$ cat src/rtl/vpm_pkg.sv
package vpm_pkg;

    typedef enum logic [1:0] {
        PM_NONE = 2'd0,
        PM_INT  = 2'd1,
        PM_CR   = 2'd2,
        PM_RSVD = 2'd3
    } pmode_e;

    typedef enum logic [2:0] {
        ST_IDLE,
        ST_PICK,
        ST_INT_RD,
        ST_INT_CAP,
        ST_CR_RD,
        ST_CR_CAP,
        ST_DONE
    } st_e;

    typedef struct packed {
        logic [4:0] rnum;
        logic       inv;
        logic       unary;
        logic       none;
    } int_sel_t;

endpackage

$ cat src/rtl/vpm_int_dec.sv
module vpm_int_dec
    import vpm_pkg::*;
(
    input  logic [2:0] sel,
    output int_sel_t   dec
);
    always_comb begin
        dec = '{rnum: 5'd0, inv: 1'b0, unary: 1'b0, none: 1'b0};
        unique case (sel)
            3'd0: dec.none = 1'b1;
            3'd1: begin dec.rnum = 5'd3;  dec.unary = 1'b1; end
            3'd2: dec.rnum = 5'd3;
            3'd3: begin dec.rnum = 5'd3;  dec.inv = 1'b1; end
            3'd4: dec.rnum = 5'd10;
            3'd5: begin dec.rnum = 5'd10; dec.inv = 1'b1; end
            3'd6: dec.rnum = 5'd30;
            3'd7: begin dec.rnum = 5'd30; dec.inv = 1'b1; end
            default: dec.none = 1'b1;
        endcase
    end
endmodule

$ cat src/rtl/vpm_cr_dec.sv
module vpm_cr_dec (
    input  logic [2:0] sel,
    output logic [1:0] bit_k,
    output logic       inv
);
    // paired codes share the bit index and differ only in the inversion
    always_comb begin
        bit_k = sel[2:1];
        inv   = sel[0];
    end
endmodule

$ cat src/rtl/vpm_mask_merge.sv
module vpm_mask_merge
    import vpm_pkg::*;
#(
    parameter int W = 64
) (
    input  int_sel_t               isel,
    input  logic [W-1:0]           gpr_word,
    input  logic [3:0]             cr_field,
    input  logic [1:0]             cr_k,
    input  logic                   cr_inv,
    input  logic [$clog2(W)-1:0]   idx,
    input  logic [W-1:0]           cur,
    output logic [W-1:0]           int_mask,
    output logic [W-1:0]           cr_mask
);
    localparam int IW = $clog2(W);

    logic cr_bit;

    always_comb begin
        if (isel.none)
            int_mask = '1;
        else if (isel.unary)
            int_mask = {{(W-1){1'b0}}, 1'b1} << gpr_word[IW-1:0];
        else if (isel.inv)
            int_mask = ~gpr_word;
        else
            int_mask = gpr_word;
    end

    assign cr_bit = cr_field[2'd3 - cr_k] ^ cr_inv;

    for (genvar i = 0; i < W; i++) begin : g_ins
        assign cr_mask[i] = (idx == IW'(i)) ? cr_bit : cur[i];
    end
endmodule

$ cat src/rtl/vpm_top.sv
module vpm_top
    import vpm_pkg::*;
#(
    parameter int W         = 64,
    parameter int MAX_VL    = 64,
    parameter int CR_FIELDS = 128,
    parameter int CR_OFFS   = 32
) (
    input  logic                  clk,
    input  logic                  rst,
    input  logic                  req_valid,
    output logic                  req_ready,
    input  logic [1:0]            req_mode,
    input  logic [2:0]            req_src_sel,
    input  logic [2:0]            req_dst_sel,
    input  logic [6:0]            req_vl,
    output logic                  gpr_ren,
    output logic [4:0]            gpr_addr,
    input  logic [W-1:0]          gpr_rdata,
    output logic [CR_FIELDS-1:0]  crf_ren,
    input  logic [3:0]            crf_rdata,
    output logic                  mask_valid,
    input  logic                  mask_ready,
    output logic [W-1:0]          src_mask,
    output logic [W-1:0]          dst_mask
);
    localparam int IW  = $clog2(W);
    localparam int VLW = 7;
    localparam int CRW = $clog2(CR_FIELDS);

    st_e            st_q, st_d;
    pmode_e         mode_q;
    logic [2:0]     ssel_q, dsel_q, cur_sel;
    logic [VLW-1:0] vl_q;
    logic           phase_q, phase_d;
    logic [IW-1:0]  idx_q, idx_d;
    logic [W-1:0]   src_q, dst_q, cur_mask;
    logic           wr_en, both_ones, fin, last_el;
    logic [W-1:0]   wr_val;
    int_sel_t       isel;
    logic [1:0]     cr_k;
    logic           cr_inv;
    logic [W-1:0]   int_val, cr_val;
    logic [CRW-1:0] cr_pos;

    assign cur_sel  = phase_q ? dsel_q : ssel_q;
    assign cur_mask = phase_q ? dst_q : src_q;
    assign last_el  = (VLW'(idx_q) + VLW'(1)) == vl_q;
    assign cr_pos   = CRW'(CR_FIELDS - 1) - (CRW'(idx_q) + CRW'(CR_OFFS));

    vpm_int_dec u_idec (.sel(cur_sel), .dec(isel));
    vpm_cr_dec  u_cdec (.sel(cur_sel), .bit_k(cr_k), .inv(cr_inv));
    vpm_mask_merge #(.W(W)) u_merge (
        .isel(isel), .gpr_word(gpr_rdata), .cr_field(crf_rdata),
        .cr_k(cr_k), .cr_inv(cr_inv), .idx(idx_q), .cur(cur_mask),
        .int_mask(int_val), .cr_mask(cr_val)
    );

    // state register
    always_ff @(posedge clk) begin
        if (rst) st_q <= ST_IDLE;
        else     st_q <= st_d;
    end

    // transitions and mask write control
    always_comb begin
        st_d      = st_q;
        phase_d   = phase_q;
        idx_d     = idx_q;
        wr_en     = 1'b0;
        wr_val    = '0;
        both_ones = 1'b0;
        fin       = 1'b0;
        unique case (st_q)
            ST_IDLE: begin
                if (req_valid) begin
                    if (req_mode == PM_INT || req_mode == PM_CR) begin
                        st_d = ST_PICK;
                    end else begin
                        st_d      = ST_DONE;
                        both_ones = 1'b1;
                    end
                end
            end
            ST_PICK: begin
                if (mode_q == PM_INT) begin
                    if (isel.none) begin
                        wr_en  = 1'b1;
                        wr_val = '1;
                        fin    = 1'b1;
                    end else begin
                        st_d = ST_INT_RD;
                    end
                end else begin
                    wr_en  = 1'b1;
                    wr_val = '0;
                    idx_d  = '0;
                    if (vl_q == '0) fin = 1'b1;
                    else            st_d = ST_CR_RD;
                end
            end
            ST_INT_RD:  st_d = ST_INT_CAP;
            ST_INT_CAP: begin
                wr_en  = 1'b1;
                wr_val = int_val;
                fin    = 1'b1;
            end
            ST_CR_RD:   st_d = ST_CR_CAP;
            ST_CR_CAP: begin
                wr_en  = 1'b1;
                wr_val = cr_val;
                if (last_el) begin
                    fin = 1'b1;
                end else begin
                    idx_d = idx_q + IW'(1);
                    st_d  = ST_CR_RD;
                end
            end
            ST_DONE: if (mask_ready) st_d = ST_IDLE;
            default: st_d = ST_IDLE;
        endcase
        if (fin) begin
            if (!phase_q) begin
                phase_d = 1'b1;
                st_d    = ST_PICK;
            end else begin
                st_d = ST_DONE;
            end
        end
    end

    // request capture and mask registers
    always_ff @(posedge clk) begin
        if (rst) begin
            mode_q  <= PM_NONE;
            ssel_q  <= '0;
            dsel_q  <= '0;
            vl_q    <= '0;
            phase_q <= 1'b0;
            idx_q   <= '0;
            src_q   <= '1;
            dst_q   <= '1;
        end else begin
            idx_q <= idx_d;
            if (st_q == ST_IDLE && req_valid) begin
                mode_q  <= pmode_e'(req_mode);
                ssel_q  <= req_src_sel;
                dsel_q  <= req_dst_sel;
                vl_q    <= req_vl;
                phase_q <= 1'b0;
            end else begin
                phase_q <= phase_d;
            end
            if (both_ones) begin
                src_q <= '1;
                dst_q <= '1;
            end else if (wr_en) begin
                if (phase_q) dst_q <= wr_val;
                else         src_q <= wr_val;
            end
        end
    end

    // outputs
    always_comb begin
        req_ready  = (st_q == ST_IDLE);
        mask_valid = (st_q == ST_DONE);
        gpr_ren    = (st_q == ST_INT_RD);
        gpr_addr   = isel.rnum;
        crf_ren    = (st_q == ST_CR_RD) ? ({{(CR_FIELDS-1){1'b0}}, 1'b1} << cr_pos) : '0;
        src_mask   = src_q;
        dst_mask   = dst_q;
    end

    p_hold_r1: assert property (@(posedge clk) disable iff (rst)
        mask_valid && !mask_ready |=> mask_valid && $stable(src_mask) && $stable(dst_mask));
    p_excl_r12: assert property (@(posedge clk) disable iff (rst)
        req_ready |-> !mask_valid && !gpr_ren && crf_ren == '0);
    p_none_r2: assert property (@(posedge clk) disable iff (rst)
        mask_valid && (mode_q == PM_NONE || mode_q == PM_RSVD) |-> (&src_mask) && (&dst_mask));
    p_pulse_r6: assert property (@(posedge clk) disable iff (rst)
        gpr_ren |=> !gpr_ren);
    p_crpulse_r7: assert property (@(posedge clk) disable iff (rst)
        (crf_ren != '0) |=> (crf_ren == '0));
    p_onehot_r7: assert property (@(posedge clk) disable iff (rst)
        $onehot0(crf_ren));
    p_tail_r9: assert property (@(posedge clk) disable iff (rst)
        mask_valid && mode_q == PM_CR && vl_q < VLW'(MAX_VL) |->
            ((src_mask >> vl_q) == '0) && ((dst_mask >> vl_q) == '0));
    p_ports_r10: assert property (@(posedge clk) disable iff (rst)
        !(gpr_ren && crf_ren != '0));
endmodule

$ cat config.mk
export PLATFORM = sky130hd
export DESIGN_NAME = vpm_top
export DESIGN_NICKNAME = d
export VERILOG_FILES = /design/src/rtl/vpm_pkg.sv /design/src/rtl/vpm_int_dec.sv /design/src/rtl/vpm_cr_dec.sv /design/src/rtl/vpm_mask_merge.sv /design/src/rtl/vpm_top.sv
export SDC_FILE = /design/constraint.sdc
export NUM_CORES = 1
export LEC_CHECK = 0
export ABC_AREA = 1
export BUFFER_PORTS_ARGS = -buffer_cell sky130_fd_sc_hd__buf_2
export CORE_MARGIN = 5
export CORE_UTILIZATION = 40
export DETAILED_ROUTE_END_ITERATION = 6
export GPL_TIMING_DRIVEN = 0
export PLACE_DENSITY = 0.65
export SETUP_SLACK_MARGIN = 0.05
export SLEW_MARGIN = 20
export SYNTH_ARGS = -nofsm -noshare
export SYNTH_HDL_FRONTEND = slang
export SYNTH_SLANG_ARGS = --single-unit
$ cat constraint.sdc
create_clock -name clk -period 2.2 [get_ports clk]
set_input_delay 0.11 -clock clk [delete_from_list [all_inputs] [get_ports clk]]
set_output_delay 0.11 -clock clk [all_outputs]
set_load 0.1 [all_outputs]
Word level (Yosys, flattened, before mapping) --
Index checks and enable logic that the tools add are counted.
Word-level totals: word-level logic and storage cells 228, input port bits 87, output and inout bits 264, register bits 153
Cells by class: reductions and logical operators 18, bitwise logic cells 3, equality and inequality tests 88, shifts and indexed selects 2, multiplexer cells 102, add/sub/neg operators 5, $lt $le $gt $ge 1
Operators by type and width (number):
- $mux W64 | 6
- $eq A6 B6 Y1 const B | 32
- $pmux W64 S3 | 1
- $mux W128 | 1
- $shl A1 B7 Y128 const A | 1
- $eq A6 B5 Y1 const B | 16
- $mux W1 | 76
- $not A64 Y64 | 1
- $shl A1 B6 Y64 const A | 1
- $eq A6 B4 Y1 const B | 8
- $mux W3 | 10
- $eq A6 B3 Y1 const B | 4
- $eq A3 B3 Y1 const B | 7
- $pmux W3 S7 | 1
- $pmux W5 S3 | 1
- $eq A3 B2 Y1 const B | 4
- $eq A6 B2 Y1 const B | 2
- $mux W6 | 2
- $pmux W6 S2 | 1
- $reduce_or A2 Y1 | 5
- $ne A4 B4 Y1 const B | 2
- $add A6 B1 Y7 const B | 1
- $add A6 B6 Y7 const B | 1
- $eq A7 B7 Y1 | 1
- 27 further kinds | 34

Longest topological paths before layout --
Gate-level depths: netlist of run 1.
depth after elaboration 8, mapped depth 15, depth with buffers taken out 15

Hierarchy --
A second synthesis of run 1 with hierarchy kept.
Second synthesis, totals: cells, all modules 1984, area total of the unflattened synthesis 11696.2 µm²
Modules (own cells, without submodules):
- vpm_top | instances 1, cells each 1265, seq. area each 3062.9 µm², area an instance 8373.0 µm²
- vpm_mask_merge | instances 1, cells each 701, seq. area each 0.0 µm², area an instance 3240.6 µm²
- vpm_int_dec | instances 1, cells each 15, seq. area each 0.0 µm², area an instance 60.1 µm²
- vpm_cr_dec | instances 1, cells each 3, seq. area each 0.0 µm², area an instance 22.5 µm²

Worst setup path before layout of run 1 --
OpenSTA, ideal clock, no wires.
kind register to register, start point register phase_q, end point register dst_q[8], in the netlist dst_mask[8], arrival time 3.009 ns, setup time 0.117 ns, cell stages (with the launch flop) 13, setup slack -0.926 ns, data required time 2.083 ns, buffers on the path 2, period minus slack after synthesis 3.126 ns, cells stage by stage dfxtp_1 o21ai_1 nor2_2 nand2_2 nor2_1 buf_2 buf_4 nand2_1 nand3_1 a21oi_1 nand2_1 nand2_1 nand2_1
On the way: word-level cells in the longest chain between the ends 8, elaborated cells on any way between the ends 26, those cells by class 1 x add/sub; 4 x eq/ne; 17 x mux; 1 x bitwise; 3 x reduce/logical
Ends and longest elaborated chain:
- start: declaration | RTL line vpm_top.sv:35 | logic phase_q, phase_d;
- start signal: assignment | RTL line vpm_top.sv:152 | phase_q <= phase_d;
- parallel branches: the longest is 8 deep, another holds $sub A2 B2 Y2
- end signal: assignment | RTL line vpm_top.sv:158 | if (phase_q) dst_q <= wr_val;
- end: declaration | RTL line vpm_top.sv:37 | logic [W-1:0] src_q, dst_q, cur_mask;
Parallel ways; which one is timed is not known. The select of a mux whose other input is x is not followed. A chain may end at the register's enable or synchronous reset.

Worst setup path in the final report of run 1 --
start point register idx_q[1], end point output port crf_ren[38]
On the way: word-level cells in the longest chain between the ends 4
Ends and longest elaborated chain:
- start: declaration | RTL line vpm_top.sv:36 | logic [IW-1:0] idx_q, idx_d;
- start signal: assignment | RTL line vpm_top.sv:144 | idx_q <= idx_d;
- $add A6 B6 Y7 | RTL line vpm_top.sv:49 | assign cr_pos = CRW'(CR_FIELDS - 1) - (CRW'(idx_q) + CRW'(CR_OFFS));
- $sub A7 B7 Y7 | RTL line vpm_top.sv:49
- $shl A1 B7 Y128 | RTL line vpm_top.sv:170 | crf_ren = (st_q == ST_CR_RD) ? ({{(CR_FIELDS-1){1'b0}}, 1'b1} << cr_pos) : '0;
- $mux W128 | RTL line vpm_top.sv:170
- end: declaration | RTL line vpm_top.sv:20 | output logic [CR_FIELDS-1:0] crf_ren,
Every way passes these cells.

==> metrics.txt, run 1 <==
reg2reg setup slack=0.08 ns; Unique masters post-synth=27; global route hottest layer=met2; clock slew at reported path FFs=0.07 ns; FF-to-FF path depth=13; share of the synthesized area in the top cell type=0.283; WP data arrival=2.10 ns; I/O pin count=351; buffers and inverters on the worst path=5; CTS tree=built; first-pass GRT wire length=80.3 mm; CTS buffer count=17; final worst setup slack=-0.00717 ns; Die X=174 µm; status=complete, but fails checks; post-route antenna net violation count=0; PD cells=1560 nW/µm²; Synth Flop Type=dfxtp_1; Critical Path Max Stage Delay=0.38 ns; met2 usage=0.537; GRT Util Overall=0.339; most frequent cell after synthesis=nand2_1; vias per cell=5.56; syn avg cell area=5.71 µm²; fin. max-slew vios=0; H-tree Lvls=4; VDD IR max=1.16 mV; number of flops mapped to enable cells by yosys=0; P&R area growth vs syn=52.4%; Hold Fails Final Rpt=0; HP Class=input port to flop; core outline area=26,800 µm²; root buffer cell=clkbuf_16; Mapped Area=10,800 µm²; die height=174 µm; leakage=0.00708 µW; fmax=0.453 GHz; Rows=60; post-layout min period=2.21 ns; WP depth=9; Max Buffers Root-to-Sink=2; hold path depth=3; Worst R2R End=src_mask[28]; CP required=2.09 ns; Pre-antenna DRT Iters=6; number of global-route vias before repair=13,500; Hold EP=vl_q[1]; Crit. End Element=output pin; Slowest-stage cell, CP=dfxtp_4; asr flop ratio synth=0; Congestion Overflow GR=0; CP cell instances=inv_4, ha_4, clkinvlp_4, nor2_4, buf_6, buf_12, nand2_4, nor2_4, buf_12; synthesized flop and latch total=153; Seq/Total Area, Yosys=0.283; I/O Buffers=283; DR iter-0 viols=1,873; HP Start=req_vl[1]; met3 Use GR=0.0629; worst hold slack=0.0185 ns; nets=2,432; Synth Warn #=0; crit path kind=flop to output pin; die footprint=30,400 µm²; worst rel slew slack=0.505; clk_skew=0.0181 ns; commonest cells in the synthesized netlist=nand2_1 (708), a21oi_1 (210), nor2_1 (203); maxcap violations=0; Crit Path Max Fanout=5; Critical R2R Launch=phase_q; initial core utilization=0.403; via count=15,000; total clock sinks=153; largest net degree at the start of global routing=17; period utilization=1.00; grt met1 use=0.444; DRT Wirelength=56.2 mm; TNS Setup=-0.0110 ns; cells after synthesis=1,894; startpoint types=flop; initial antenna violation count=4; top post-synthesis cells by area=dfxtp_1 (28%), nand2_1 (25%), a21oi_1 (9.7%), nor2_1 (7.0%), o21ai_0 (5.1%); hpwl dp=40.8 mm; WL/cell=20.8 µm; critical path launch point=idx_q[1]; cell class contributing the biggest share of worst-path delay=buffers and inverters; post-synth top area cell=dfxtp_1; Setup-failing EPs final=2; Worst-Margin Slew=0.740 ns; RSZ-0062 raised after global routing=true; Placer Congestion=1.03; failing checks=setup timing; worst skew pair latency=0.46 ns; DRC viols=0; layout cell share with drive strength beyond 1=0.338
layout by cell type, fill, tap and decap left out, types with 64 or more instances in the layout:
cell type / n
a21oi_1: 143
a21oi_2: 65
a31oi_1: 65
buf_2: 229
buf_4: 138
conb_1: 64
dfxtp_1: 146
nand2_1: 671
nand3_1: 82
nor2_1: 109
o21ai_0: 95
registers in the layout, indices dropped and copies added (netlist names):
signal and flops:
dst_mask 64, src_mask 64, vl_q 7, idx_q 6, dsel_q 3, ssel_q 3, st_q 3, mode_q 2
phase_q 1
area by class of cell:
class                      instances  area (µm²)
clock buffer                      18         429
antenna                            5        12.5
multi-input combinational       1535        7780
clock inverter                    14         151
timing repair buffer             365        2940
sequential                       153        3080
tap                              341         427
fill                            2576       10300
buffer                           196        1350
inverter                          71         307
metrics by stage:
step	setup slack [ns]	power [µW]	cells	area [µm²]	util
after floorplan	-0.332	15700	1957	11200	-
after global placement	-0.806	19000	2581	13000	0.487
after detailed placement	-0.858	19100	2581	13000	0.487
after CTS	0.00787	23300	2658	15000	0.560
after global routing	-0.0420	26700	2695	16500	0.615
final	-0.00717	25600	2698	16500	0.615
worst max-delay path by stage:
stage                   to
3_3_place_gp      idx_q[4]
5_1_grt           idx_q[2]
6_report       crf_ren[38]
4_1_cts        crf_ren[82]
3_5_place_dp      idx_q[4]
2_1_floorplan  crf_ren[86]
tightest hold or removal path: stages:
cell and delay [ns]:
buf_2 0.09, o21ai_0 0.10, a21oi_1 0.12
what timing repair did:
item,4_1_cts,5_1_grt
setup endpoints to repair,204,200
hold buffers,16,0
buffers inserted,29,33
resized for setup,301,371
cloned,0,5
endpoints found under the hold margin,14,0
pin swaps,18,44
cells by family after synthesis:
| family | count (synthesis) | share of synthesized area |
|---|---|---|
| AND/OR/NAND/NOR | 1024 | 0.371 |
| AO/OA/AOI/OAI | 434 | 0.211 |
| buffers and inverters | 270 | 0.123 |
| flip-flops | 153 | 0.283 |
| XOR/XNOR | 6 | 0.00486 |
| adder cells (fa/ha/maj) | 6 | 0.00694 |
| other | 1 | 0.000347 |
power breakdown:
part | internal (µW) | total [µW] | switching (µW)
Clock | 1610 | 3130 | 1520
Sequential | 3640 | 4500 | 858
Combinational | 4480 | 18000 | 13500
Total | 9740 | 25600 | 15900
layer usage:
| metal | share of wire | wire length, µm |
|---|---|---|
| met1 | 0.40 | 22400 |
| met2 | 0.44 | 24800 |
| met3 | 0.10 | 5670 |
| met4 | 0.057 | 3230 |
| met5 | 0 | 0 |
(Power assumes the default switching activity.)
==> run 2, diff against run 1 <==
SKIP_CTS_REPAIR_TIMING = 1   (was unset)
==> run 2 against run 1 <==
  * The run ends with hold timing left
  * Die area unchanged
  * Maximum frequency up 1.4%
  * Via count down 1.4%
  * Largest power group unchanged
  * Cell area down 4.7%
  * Sequential share of layout area up 0.93 points
  * Count of clock-buffer cells in the layout unchanged
  * Worst hold slack worse by 0.059 ns
==> metrics.txt, run 2 (synthesized netlist as in run 1, its figures left out) <==
status=complete, but fails checks; failing checks=hold timing; largest net degree at the start of global routing=17 (unchanged); VDD IR max=1.31 mV (+13%); first-pass GRT wire length=78.8 mm (-1.8%); cell class contributing the biggest share of worst-path delay=buffers and inverters; HP Start=req_vl[3]; WL/cell=20.4 µm (-1.9%); Hold EP=vl_q[3]; initial core utilization=0.403 (unchanged); most frequent cells in the layout=nand2_1 (675), buf_2 (233), a21oi_1 (179), dfxtp_1 (147), buf_4 (124); FF-to-FF path depth=13 (unchanged); GRT Util Overall=0.334 (-0.00494); Placer Congestion=1.03 (unchanged); HP Class=input port to flop; final worst setup slack=0.0240 ns (+0.0312 ns); worst skew pair latency=0.46 ns (about the same); H-tree Lvls=4 (unchanged); Crit. End Element=output pin; die footprint=30,400 µm² (unchanged); Max Buffers Root-to-Sink=2 (unchanged); DR iter-0 viols=1,662 (-11%); post-layout min period=2.18 ns (-0.0312 ns); Worst path most repeated cell=inv_2; Setup-failing EPs final=0 (-2); maxcap violations=0 (unchanged); clock slew at reported path FFs=0.08 ns (about the same); DRC viols=0 (unchanged); Post-Place Cells=2,581 (unchanged); Die X=174 µm (unchanged); grt met1 use=0.441 (-0.00273); Crit Path Max Fanout=10 (+5); post-route antenna net violation count=0 (unchanged); startpoint types=flop; met2 usage=0.517 (-0.0193); CP required=2.09 ns (about the same); Rows=60 (unchanged); total clock sinks=153 (unchanged); TNS Setup=0 ns (+0.0110 ns); clk_skew=0.0165 ns (-0.00158 ns); root buffer cell=clkbuf_16; CTS tree=built; hpwl dp=40.8 mm (unchanged); I/O pin count=351 (unchanged); Critical Path Max Stage Delay=0.32 ns (-0.06 ns); period utilization=0.989 (-0.0142); met3 Use GR=0.0753 (+0.0124); PD cells=1560 nW/µm² (+0.11%); fin. max-slew vios=0 (unchanged); vias per cell=5.53 (-0.56%); global route hottest layer=met2; CP cell instances=inv_2, nand2_2, nor2_4, inv_2, buf_2, nor2_2, buf_8; worst hold slack=-0.0408 ns (-0.0593 ns); Hold Fails Final Rpt=9 (+9); Pre-antenna DRT Iters=6 (unchanged); leakage=0.00681 µW (-3.9%); crit path kind=flop to output pin; Congestion Overflow GR=0 (unchanged); nets=2,413 (-0.78%); fmax=0.460 GHz (+1.4%); Critical R2R Launch=phase_q; core outline area=26,800 µm² (unchanged); post-route insts no fill=2,676 (-0.82%); Worst R2R End=src_mask[28]; Core Util, Final=0.586 (-0.0289); Slowest-stage cell, CP=dfxtp_1; WP data arrival=2.07 ns (-0.03 ns); die height=174 µm (unchanged); number of global-route vias before repair=13,100 (-3.0%); worst rel slew slack=0.534 (+0.0290); P&R area growth vs syn=45.2%; CTS buffer count=17 (unchanged); via count=14,800 (-1.4%); buffers and inverters on the worst path=4 (-1); initial antenna violation count=1 (-3); layout cell share with drive strength beyond 1=0.312 (-0.0260); hold path depth=3 (unchanged); Worst-Margin Slew=0.697 ns (-0.0433 ns); RSZ-0062 raised after global routing=true; DRT Wirelength=54.7 mm (-2.7%); Post-Place Worst Slack=-0.858 ns (unchanged); reg2reg setup slack=0.03 ns (-0.05 ns); commonest non-fill, non-tap cell in the layout=nand2_1; I/O Buffers=283 (unchanged)
[run 2: changes by cell type in the layout (fill, tap and decap cells not counted), sizes merged]
cell         delta
buf            -22
clkbuf         +13
dlygate4sd3     -9
diode           -3
clkinv          -1
inv             +1
nand2           -1
[run 2: through the flow]
step / area [µm²] / total power (µW)
finish: 15700 / 24400
global route: 15700 / 25500
CTS: 13600 / 22200
detailed placement: 13000 / 19100
global placement: 13000 / 19000
floorplan: 11200 / 15700
[run 2: worst max-delay path by stage]
stage	to	cells after the start	startpoint	slack, ns
6_report	crf_ren[69]	7	st_q[1]	0.02
5_1_grt	src_mask[39]	12	phase_q	-0.05
4_1_cts	crf_ren[82]	8	st_q[1]	-0.97
3_5_place_dp	idx_q[4]	13	idx_q[0]	-0.86
3_3_place_gp	idx_q[4]	13	idx_q[0]	-0.81
2_1_floorplan	crf_ren[86]	7	st_q[1]	-0.33
[run 2: routing by layer]
| layer | wire length (µm) | vias up |
|---|---|---|
| met3 | 5420 | 145 |
| met2 | 24500 | 901 |
| met5 | 0 | - |
| met1 | 22100 | 6851 |
| li1 | - | 6906 |
| met4 | 2740 | 0 |
[run 2: worst reg2reg max path: cells and delay by family (launching register included)]
family                 cells  cell delay [ns]
and+or+nand+nor            8             0.80
buffers and inverters      3             0.54
DFF                        1             0.39
AOI/OAI and AO/OA          2             0.34
[run 2: where the power goes]
group          switching, µW  leakage (µW)  total [µW]  internal, µW
Clock                   1530      0.000280        3140          1610
Sequential               775       0.00126        4420          3650
Combinational          13000       0.00527       16900          3860
[run 2: area by class of cell]
class,count,area [µm²]
antenna,2,5.00
clock buffer,18,429
fill,2705,11100
sequential,153,3090
timing repair buffer,344,2540
clock inverter,14,151
buffer,199,1310
multi-input combinational,1534,7470
tap,341,427
inverter,71,293
